### src/rtl/ixq_pkg.sv
package ixq_pkg;
  localparam int IXQ_AW = 32;
  localparam int IXQ_CW = 16;
  localparam int IXQ_FW = 8;

  typedef struct packed {
    logic              wr;
    logic [IXQ_AW-1:0] addr;
    logic [IXQ_CW-1:0] cnt;
  } ixq_req_t;

  function automatic logic addr_in_window(input logic [IXQ_AW-1:0] a,
                                          input logic [IXQ_AW-1:0] base,
                                          input logic [IXQ_AW-1:0] span);
    logic [IXQ_AW:0] lim;
    lim = {1'b0, base} + {1'b0, span};
    return ({1'b0, a} >= {1'b0, base}) && ({1'b0, a} < lim);
  endfunction

  function automatic logic fill_passes(input logic [IXQ_FW-1:0] fill,
                                       input logic [IXQ_FW-1:0] mark,
                                       input logic last);
    return last || (&mark) || (fill > mark);
  endfunction
endpackage

### src/rtl/ixq_slot_queue.sv
module ixq_slot_queue
  import ixq_pkg::*;
#(
  parameter int DEPTH = 2,
  localparam int OCC_W = $clog2(DEPTH + 1)
) (
  input  logic             clk,
  input  logic             rst_n,
  input  logic             push,
  input  ixq_req_t         push_req,
  input  logic             pop,
  output ixq_req_t         head,
  output logic             head_valid,
  output logic             full,
  output logic [OCC_W-1:0] occ
);
  ixq_req_t         slot_q [DEPTH];
  logic [OCC_W-1:0] occ_q;
  logic             pop_ok;
  logic             push_ok;
  logic [OCC_W-1:0] wr_idx;

  assign full    = (occ_q == OCC_W'(DEPTH));
  assign pop_ok  = pop && (occ_q != '0);
  assign push_ok = push && !full;
  assign wr_idx  = occ_q - OCC_W'(pop_ok);

  always_ff @(posedge clk or negedge rst_n) begin
    if (!rst_n) occ_q <= '0;
    else        occ_q <= occ_q + OCC_W'(push_ok) - OCC_W'(pop_ok);
  end

  for (genvar gi = 0; gi < DEPTH; gi++) begin : g_slot
    ixq_req_t shifted;
    if (gi < DEPTH - 1) begin : g_mid
      assign shifted = pop_ok ? slot_q[gi+1] : slot_q[gi];
    end else begin : g_end
      assign shifted = slot_q[gi];
    end
    always_ff @(posedge clk or negedge rst_n) begin
      if (!rst_n)                                    slot_q[gi] <= '0;
      else if (push_ok && (wr_idx == OCC_W'(gi)))    slot_q[gi] <= push_req;
      else                                           slot_q[gi] <= shifted;
    end
  end

  assign head       = slot_q[0];
  assign head_valid = (occ_q != '0);
  assign occ        = occ_q;
endmodule

### src/rtl/ixq_write_router.sv
module ixq_write_router
  import ixq_pkg::*;
(
  input  logic              wr_valid,
  input  logic [IXQ_AW-1:0] wr_addr,
  input  logic [IXQ_AW-1:0] win_base,
  input  logic [IXQ_AW-1:0] win_span,
  input  logic              direct_en,
  output logic              in_window,
  output logic              to_indirect,
  output logic              to_direct,
  output logic              bus_err
);
  assign in_window   = addr_in_window(wr_addr, win_base, win_span);
  assign to_indirect = wr_valid && in_window;
  assign to_direct   = wr_valid && !in_window && direct_en;
  assign bus_err     = wr_valid && !in_window && !direct_en;
endmodule

### src/rtl/ixq_flush_gate.sv
module ixq_flush_gate
  import ixq_pkg::*;
(
  input  logic              active_write,
  input  logic [IXQ_FW-1:0] fill,
  input  logic [IXQ_FW-1:0] watermark,
  input  logic              last,
  output logic              flush_go
);
  assign flush_go = active_write && fill_passes(fill, watermark, last);
endmodule

### src/rtl/ind_xfer_queue.sv
module ind_xfer_queue
  import ixq_pkg::*;
#(
  parameter int QDEPTH = 2,
  localparam int OCC_W = $clog2(QDEPTH + 1)
) (
  input  logic              clk,
  input  logic              rst_n,
  input  logic [IXQ_AW-1:0] cfg_start_addr,
  input  logic [IXQ_CW-1:0] cfg_byte_cnt,
  input  logic              trig_valid,
  input  logic              trig_is_write,
  input  logic              cancel,
  input  logic              irq_clear,
  input  logic              eng_done,
  output logic              op_valid,
  output logic              op_is_write,
  output logic [IXQ_AW-1:0] op_addr,
  output logic [IXQ_CW-1:0] op_count,
  output logic              op_done,
  output logic              reject_irq,
  input  logic              bus_wr_valid,
  input  logic [IXQ_AW-1:0] bus_wr_addr,
  input  logic [IXQ_AW-1:0] trig_base,
  input  logic [IXQ_AW-1:0] trig_span,
  input  logic              direct_en,
  output logic              to_indirect,
  output logic              to_direct,
  output logic              bus_err,
  input  logic [IXQ_FW-1:0] sram_fill,
  input  logic [IXQ_FW-1:0] wr_watermark,
  input  logic              last_data,
  output logic              flush_go
);
  ixq_req_t         new_req;
  ixq_req_t         head;
  logic             head_valid;
  logic             q_full;
  logic [OCC_W-1:0] q_occ;
  logic             finish_evt;
  logic             reject_evt;
  logic             win_hit;
  logic             done_q;
  logic             irq_q;

  assign new_req    = '{wr: trig_is_write, addr: cfg_start_addr, cnt: cfg_byte_cnt};
  assign finish_evt = head_valid && (eng_done || (cancel && head.wr));
  assign reject_evt = trig_valid && q_full;

  ixq_slot_queue #(.DEPTH(QDEPTH)) u_queue (
    .clk(clk), .rst_n(rst_n),
    .push(trig_valid), .push_req(new_req), .pop(finish_evt),
    .head(head), .head_valid(head_valid), .full(q_full), .occ(q_occ)
  );

  always_ff @(posedge clk or negedge rst_n) begin
    if (!rst_n) begin
      done_q <= 1'b0;
      irq_q  <= 1'b0;
    end else begin
      done_q <= finish_evt;
      if (reject_evt)     irq_q <= 1'b1;
      else if (irq_clear) irq_q <= 1'b0;
    end
  end

  assign op_valid    = head_valid;
  assign op_is_write = head_valid && head.wr;
  assign op_addr     = head.addr;
  assign op_count    = head.cnt;
  assign op_done     = done_q;
  assign reject_irq  = irq_q;

  ixq_write_router u_router (
    .wr_valid(bus_wr_valid), .wr_addr(bus_wr_addr),
    .win_base(trig_base), .win_span(trig_span), .direct_en(direct_en),
    .in_window(win_hit), .to_indirect(to_indirect),
    .to_direct(to_direct), .bus_err(bus_err)
  );

  ixq_flush_gate u_gate (
    .active_write(op_is_write), .fill(sram_fill), .watermark(wr_watermark),
    .last(last_data), .flush_go(flush_go)
  );
endmodule

### config.mk
export PLATFORM = sky130hd
export DESIGN_NAME = ind_xfer_queue
export DESIGN_NICKNAME = d
export VERILOG_FILES = /design/src/rtl/ixq_pkg.sv /design/src/rtl/ixq_slot_queue.sv /design/src/rtl/ixq_write_router.sv /design/src/rtl/ixq_flush_gate.sv /design/src/rtl/ind_xfer_queue.sv
export SDC_FILE = /design/constraint.sdc
export NUM_CORES = 1
export LEC_CHECK = 0
export BUFFER_PORTS_ARGS = -buffer_cell sky130_fd_sc_hd__buf_4
export CORE_ASPECT_RATIO = 0.6
export CORE_UTILIZATION = 54
export DETAILED_ROUTE_END_ITERATION = 10
export PLACE_DENSITY_LB_ADDON = 0.3
export SLEW_MARGIN = 20
export SYNTH_ARGS = -nofsm -noshare
export SYNTH_HDL_FRONTEND = slang
export SYNTH_SLANG_ARGS = --single-unit
### constraint.sdc
create_clock -name clk -period 6.6 [get_ports clk]
set_input_delay 1.32 -clock clk [delete_from_list [all_inputs] [get_ports clk]]
set_output_delay 1.32 -clock clk [all_outputs]
set_load 0.03 [all_outputs]
======== Word level (Yosys, flattened, before mapping) ========
Cells that the tools add are included.
cells by class
  $add $sub $neg .......................... 4
  magnitude comparators ................... 3
  eq/ne operators ......................... 2
  mux-type cells .......................... 4
  reductions and logical operators ........ 25
operators with widths
  operator              count
  $mux W49              2
  $add A32 B32 Y33      1
  $lt A32 B33 Y1        1
  $ge A32 B32 Y1        1
  $logic_and A1 B1 Y1   14
  $gt A8 B8 Y1          1
  $reduce_and A8 Y1     1
  $reduce_bool A2 Y1    3
  $sub A2 B1 Y2         2
  $logic_not A1 Y1      3
  $logic_or A1 B1 Y1    3
  $add A2 B1 Y2         1
  $eq A2 B1 Y1 const B  1
  $eq A2 B2 Y1 const B  1
  $logic_not A2 Y1      1
  $mux W1               2
storage, ports and cells
  flip-flop bits (word level) ............. 102
  bits of input ports ..................... 170
  output and inout bits ................... 56
  logic and storage cells ................. 47

======== Depth between registers and ports, before layout ========
Gate-level depths: netlist of the first run.
  depth in word-level cells ............... 8
  depth in mapped cells ................... 17
  mapped depth without buffers ............ 17

======== Cells and area by module ========
A second synthesis of the first run with hierarchy kept.
second synthesis, totals
  cell total of the unflattened synthesis .. 1,036
  area total of the unflattened synthesis .. 8,633.3 µm²
modules (own cells, without submodules)
  module            instances  cells each  area an instance (µm²)  sequential area each (µm²)
  ixq_slot_queue    1          574         5,165.0                 2,502.4
  ixq_write_router  1          423         3,160.5                 0.0
  ixq_flush_gate    1          31          226.5                   0.0
  ind_xfer_queue    1          8           81.3                    50.0

======== Worst setup path after synthesis of the first run ========
OpenSTA, ideal clock, no wires.
  path type ............................... in2out
  start point ............................. in trig_base[0]
  end point ............................... out to_indirect
  arrival time ............................ 5.075 ns
  required time ........................... 5.280 ns
  slack ................................... 0.205 ns
  cell stages on the path ................. 17
  buffers on the path ..................... 0
  path through ............................ ha_1 > fa_1 > a211oi_1 > o21ai_0 > nand4_1 > nand4_1 > a31oi_1 > o21ai_1 > xnor2_1 > ha_1 > a21o_1 > a211o_1 > a221oi_1 > a21boi_0 > a41oi_1 > a211oi_2 > nor3b_1
between the ends
  cells in the longest elaborated chain, start to end .. 4
  elaborated cells between the ends (all ways) .. 5
  classes of those cells .................. add/sub (1); order compare (2); reduce/logical (2)
RTL lines
  what                     line                    source
  from (decl)              ind_xfer_queue.sv:24    input logic [IXQ_AW-1:0] trig_base,
  $add A32 B32 Y33         ixq_pkg.sv:16           lim = {1'b0, base} + {1'b0, span};
  $lt A32 B33 Y1           ixq_pkg.sv:17           return ({1'b0, a} >= {1'b0, base}) && ({1'b0, a} < lim);
  $logic_and A1 B1 Y1 (*)  ixq_pkg.sv:17
  $logic_and A1 B1 Y1 (*)  ixq_write_router.sv:15  assign to_indirect = wr_valid && in_window;
  to (decl)                ind_xfer_queue.sv:27    output logic to_indirect,
Mark *: on every way between the ends. The rest lies on a longest branch, timed or not.

======== Final worst setup path of the first run ========
  start point ............................. in trig_base[17]
  end point ............................... out to_direct
between the ends
  cells in the longest elaborated chain, start to end .. 6
  elaborated cells between the ends (all ways) .. 7
  classes of those cells .................. add/sub (1); order compare (2); reduce/logical (4)
RTL lines
  what                                   line                    source
  $add A32 B32 Y33                       ixq_pkg.sv:16
  $lt A32 B33 Y1                         ixq_pkg.sv:17
  $logic_and A1 B1 Y1 (*)                ixq_pkg.sv:17
  $logic_not A1 Y1 (*)                   ixq_write_router.sv:16  assign to_direct = wr_valid && !in_window && direct_en;
  $logic_and A1 B1 Y1 (*) (2 in series)  ixq_write_router.sv:16
  to (decl)                              ind_xfer_queue.sv:28    output logic to_direct,
Marked as above.

==> impl_metrics.json, run 1 <==
{
  "synth_edf_count": 0,
  "crit_type": "input port to output port",
  "mostFrequentLayoutCells": "buf_4, a21oi_1, ha_1",
  "power.leakage_nw": 5.09,
  "clockBufferDepth": 2,
  "grt-ovfl-total": 0,
  "cts_tree": "done",
  "die-area_sq_um": 15500,
  "core_area_sq_um": 14500,
  "num_antenna_cells": 0,
  "synth-simple-area-share_pct": 10.2,
  "grt_pass1_wl_microns": 33800,
  "max_slew.worst_pin.slew_ns": 0.925,
  "dp.cells": 1224,
  "status": "completed",
  "maxCapViolations": 0,
  "avgSynthCellArea_sq_um": 9.46,
  "fin_area_sq_um": 10100,
  "yosys_most_used_dff": "dfrtp_1",
  "clock.fmax_mhz": 155,
  "hold_ws_ns": 0.500,
  "cts-root-buf": "clkbuf_16",
  "synth_top_family_by_area": "compound AO/OA/AOI/OAI gates",
  "critPathMaxFanout": 7,
  "postRouteAntennaNets": 0,
  "numPortBuffers": 225,
  "worstSetupStartpointType": "input port",
  "relSlewSlack_pct": 38.3,
  "clock_latency_ns": 0.34,
  "crit_arrival_ns": 5.13,
  "yosysSeqAreaShare_pct": 31.6,
  "post-dp-hpwl_microns": 16600,
  "hold_path.class": "flop to flop",
  "viasPerCell": 5.57,
  "rows": 34,
  "ios": 226,
  "drt-wirelength-per-cell_microns": 16.6,
  "nFillCells": 1174,
  "h-tree-depth": 3,
  "drv_slew": 0,
  "synth_xor_area_share_pct": 2.93,
  "first_iter_violations": 496,
  "synth.distinct_cells": 64,
  "finalSetupViolations": 0,
  "finClkSkew_ns": 0.0104,
  "grt_usage_pct": 27.2,
  "cts.sinks": 102,
  "dpl_worst_slack_ns": -0.0260,
  "syn_inst": 853,
  "period_needed_ns": 6.45,
  "utilization_pct": 69.4,
  "ys_ff_latch": 102,
  "antenna_found_initial": 0,
  "synthAdderAreaFrac_pct": 16.5,
  "layout.nets": 1314,
  "muxShareOfSynthArea_pct": 13.0,
  "syn_nets": 1129,
  "wirelength_microns": 20600,
  "fin_crit_sh_pct": 97.7,
  "required_ns": 5.28,
  "dieHeight_microns": 96.7,
  "syn_area_sq_um": 8070,
  "max-vdd-ir-drop_mv": 0.300,
  "setup_slack_ns": 0.149,
  "vias": 6912,
  "drc_errors": 0,
  "ys_async_sr_fraction_pct": 100,
  "power.density_nw_per_um2": 363,
  "grt_start_max_net_pins": 99,
  "globalplace.congestion": 0.987,
  "place_area_sq_um": 9730,
  "dr.pass1.iters": 5,
  "total_power_mw": 3.66,
  "synth_compound_gate_area_share_pct": 17.4,
  "final_common_cell": "buf_4",
  "stdcell_count": 1241,
  "drive_above_1_share_pct": 32.6,
  "yosys_warnings": 0,
  "syn2layout_area_growth_pct": 25.1,
  "die_w_microns": 160,
  "hold_buffers": 0,
  "end_kind": "output port",
  "grt_pass1_vias": 6714,
  "finalHoldViolations": 0,
  "numCtsBuffers": 9,
  "tns_ns": 0,
  "path_clk_slew_ns": 0.07,
  "initial_core_util_pct": 55.5
}
-- registers in the layout, summed over array words and instances, names as in the netlist --
signal	count
u_queue.occ	2
u_queue.g_slot.shifted	49
u_queue.head	49
op_done	1
reject_irq	1
-- worst max-delay path, cell delays in order --
cell and delay [ns]:
buf_4 0.11, ha_1 0.44, nand3_2 0.12, or3_4 0.40, or3_4 0.34, and2_4 0.19
nor4b_4 0.14, a311oi_2 0.32, ha_1 0.18, nand4_1 0.18, nor4_2 0.33, a221oi_1 0.11
a21boi_0 0.18, a41oi_1 0.08, a211oi_2 0.36, o211a_1 0.18, buf_4 0.15
-- Yosys cell counts, types with 5 or more instances --
| library cell | count | area, sq um |
|---|---|---|
| ha_1 | 105 | 1310 |
| a21oi_1 | 103 | 515 |
| dfrtp_1 | 102 | 2550 |
| nor2_1 | 75 | 282 |
| inv_1 | 58 | 218 |
| mux2i_1 | 50 | 500 |
| mux2_2 | 49 | 552 |
| buf_4 | 48 | 360 |
| nand2_1 | 30 | 113 |
| a21o_1 | 21 | 158 |
| o21ai_0 | 19 | 95.1 |
| nand3_1 | 17 | 85.1 |
| nand4_1 | 15 | 93.8 |
| xnor2_1 | 15 | 131 |
| xor2_1 | 12 | 105 |
| buf_1 | 11 | 41.3 |
| clkbuf_1 | 10 | 37.5 |
| o21a_1 | 9 | 67.6 |
| nor3_1 | 7 | 35.0 |
| o21bai_1 | 7 | 52.6 |
| a31oi_1 | 5 | 31.3 |
-- power breakdown --
group	internal (mW)	switching, mW	total (mW)	leakage, nW
clock network	0.272	0.239	0.512	0.145
registers	0.965	0.175	1.14	1.20
logic	0.907	1.10	2.01	3.74
-- worst paths after layout --
path	cells after the start	to	startpoint	slack [ns]
hold reg to reg	1	reject_irq	reject_irq	0.50
min in group asynchronous	1	u_queue.g_slot[1].shifted[25]	rst_n	0.88
hold / removal	1	reject_irq	reject_irq	0.50
setup / recovery	17	to_direct	trig_base[17]	0.15
setup reg to reg	7	u_queue.g_slot[1].shifted[1]	u_queue.occ[1]	3.80
max in group asynchronous	2	u_queue.head[1]	rst_n	4.49
-- timing repair --
item,CTS,global route
pin swaps,0,8
endpoints found under the setup margin,3,3
gates resized for setup,1,11
buffers inserted,0,0
-- area by class of cell --
cell class / instances / area [sq um] / share of cell area [%]
clock buffer: 10 / 239 / 2.37
clock inverter: 6 / 51.3 / 0.508
inverter: 58 / 218 / 2.16
multi-input combinational: 621 / 4930 / 48.8
sequential: 102 / 2550 / 25.3
tap: 198 / 248 / 2.45
timing repair buffer: 246 / 1860 / 18.4
-- cell families after synthesis --
logic type	count (synthesis)
flip-flops	102
AO/OA/AOI/OAI	218
multiplexers	99
adder cells (fa/ha/maj)	106
XOR/XNOR	27
AND/OR/NAND/NOR	171
buffers and inverters	130
-- routing by layer --
layer	routed length [microns]	vias up	track usage [%]	share of wire (%)
met3	1940	23	8.19	9.4
met2	8460	248	39.1	41
met4	214	0	4.47	1.0
met5	0	-	0	0
li1	-	3420	-	-
met1	10000	3221	40.6	49
Note: power is estimated with default switching activity, not from simulation.
==> inputs of run 2 (changes only) <==
PLACE_DENSITY_LB_ADDON = 0.2   (was 0.3)
==> impl_metrics.json, run 2 (synthesized netlist as in run 1, its figures left out) <==
{
  "rows": 34,
  "drv_slew": 0,
  "regToRegSetupSlack_ns": 3.64,
  "relSlewSlack_pct": 28.7,
  "power.density_nw_per_um2": 365,
  "hold_buffers": 0,
  "vias": 6940,
  "dr.pass1.iters": 5,
  "cts_tree": "done",
  "layout.nets": 1306,
  "clock_power_share_pct": 13.7,
  "globalplace.congestion": 0.934,
  "maxCapViolations": 0,
  "stdcell_count": 1232,
  "dp.cells": 1215,
  "cpPeakStageDelay_ns": 0.52,
  "end_kind": "output port",
  "fin_crit_sh_pct": 97.2,
  "syn2layout_area_growth_pct": 24.0,
  "grt_pass1_wl_microns": 33800,
  "grt_pass1_vias": 6580,
  "h-tree-depth": 3,
  "hold_ws_ns": 0.508,
  "p_sw_mw": 1.52,
  "drc_errors": 0,
  "crit_slowest_cell": "or4b_1",
  "hold_path.class": "flop to flop",
  "cts.sinks": 102,
  "multi_input_area_sq_um": 4920,
  "numPortBuffers": 225,
  "drive_above_1_share_pct": 32.0,
  "utilization_pct": 68.8,
  "grt-ovfl-total": 0,
  "initial_core_util_pct": 55.5,
  "dieHeight_microns": 96.7,
  "seqCellArea_sq_um": 2550,
  "antenna_found_initial": 0,
  "die_w_microns": 160,
  "required_ns": 5.28,
  "first_iter_violations": 466,
  "path_clk_slew_ns": 0.07,
  "max_slew.worst_pin.slew_ns": 1.07,
  "wirelength_microns": 20800,
  "crit_arrival_ns": 5.10,
  "die-area_sq_um": 15500,
  "nFillCells": 1179,
  "clock_latency_ns": 0.34,
  "num_antenna_cells": 0,
  "critPathMaxFanout": 4,
  "cts-root-buf": "clkbuf_16",
  "power.leakage_nw": 5.04,
  "crit_type": "input port to output port",
  "core_area_sq_um": 14500,
  "max-vdd-ir-drop_mv": 0.260,
  "grt_start_max_net_pins": 99,
  "postRouteAntennaNets": 0,
  "cp_cell_sequence": "buf_4, ha_1, a21o_1, a31o_1, a221oi_2, o32a_2, a21oi_2, or4b_1, o311ai_1, ha_1, a21oi_1, nand2_1, a221oi_1, a21boi_1, a41oi_1, a211oi_2, nor3b_2, buf_4",
  "viasPerCell": 5.63,
  "clock.fmax_mhz": 156,
  "worstSetupStartpointType": "input port",
  "mostFrequentLayoutCells": "buf_4, ha_1, a21oi_1",
  "power_switching_share_pct": 41.8,
  "period_needed_ns": 6.42,
  "finalHoldViolations": 0,
  "setup_slack_ns": 0.183,
  "internal_power_mw": 2.12,
  "numCtsBuffers": 9,
  "drt-wirelength-per-cell_microns": 16.9,
  "post-dp-hpwl_microns": 16600,
  "final_common_cell": "buf_4",
  "status": "completed",
  "grt_usage_pct": 27.2,
  "place_area_sq_um": 9660,
  "clockBufferDepth": 2,
  "fin_area_sq_um": 10000,
  "p_comb_share_pct": 55.0,
  "power_frac_seq_pct": 31.3,
  "dpl_worst_slack_ns": 0.00947,
  "finalSetupViolations": 0,
  "ios": 226,
  "finClkSkew_ns": 0.00803
}
run 2: changes by cell type in the layout (fill, tap and decap cells not counted), moves of 2 or more:
cell,change
o21ai_2,+2
buf_4,-7
o21ai_1,-2
inv_6,-2
run 2: area by class of cell:
type                            instances  share of cell area, %
Clock buffer                            9                   2.25
Clock inverter                          6                  0.563
Inverter                               58                   2.18
Multi-Input combinational cell        621                   49.2
Sequential cell                       102                   25.5
Tap cell                              198                   2.48
Timing Repair Buffer                  238                   17.9
run 2: timing repair:
item | 4_1_cts | 5_1_grt
buffers inserted | 0 | 2
endpoints found under the setup margin | 0 | 3
resized for setup | 0 | 14
run 2: worst paths after layout:
| kind | startpoint | to | cells past startpoint |
|---|---|---|---|
| setup reg to reg | u_queue.occ[1] | u_queue.head[9] | 7 |
| max in group asynchronous | rst_n | u_queue.head[9] | 2 |
| setup / recovery | trig_base[11] | to_indirect | 18 |
| hold / removal | u_queue.g_slot[1].shifted[8] | u_queue.g_slot[1].shifted[8] | 1 |
| min in group asynchronous | rst_n | u_queue.head[33] | 1 |
| hold reg to reg | u_queue.g_slot[1].shifted[8] | u_queue.g_slot[1].shifted[8] | 1 |
run 2: per-stage QoR:
stage,power (mW),TNS [ns]
2_1_floorplan,2.70,0
3_3_place_gp,3.09,0
6_report,3.65,0
4_1_cts,3.66,0
5_1_grt,3.90,-0.0561
3_5_place_dp,3.15,0
run 2: power groups by stage:
| stage | Clock (mW) | Combinational (mW) | Sequential, mW |
|---|---|---|---|
| finish | 0.499 | 2.01 | 1.14 |
| global route | 0.540 | 2.18 | 1.19 |
| CTS | 0.513 | 2.00 | 1.14 |
| detailed placement | 0 | 2.00 | 1.15 |
| global placement | 0 | 1.96 | 1.14 |
| floorplan | 0 | 1.59 | 1.10 |
run 2: worst max-delay path, delay by kind of cell:
kind,cells,cell delay (ns)
compound gates,11,1.99
simple gates,3,0.84
fa+ha+maj,2,0.64
buf+inv,2,0.30
run 2: metal layers:
| metal | vias to the layer above | track usage [%] | part of all wire [%] | routed length [microns] |
|---|---|---|---|---|
| met5 | - | 0 | 0 | 0 |
| met4 | 0 | 3.30 | 0.61 | 126 |
| met3 | 11 | 7.03 | 8.8 | 1840 |
| met2 | 258 | 39.0 | 41 | 8490 |
| met1 | 3274 | 41.8 | 50 | 10400 |
| li1 | 3397 | - | - | - |
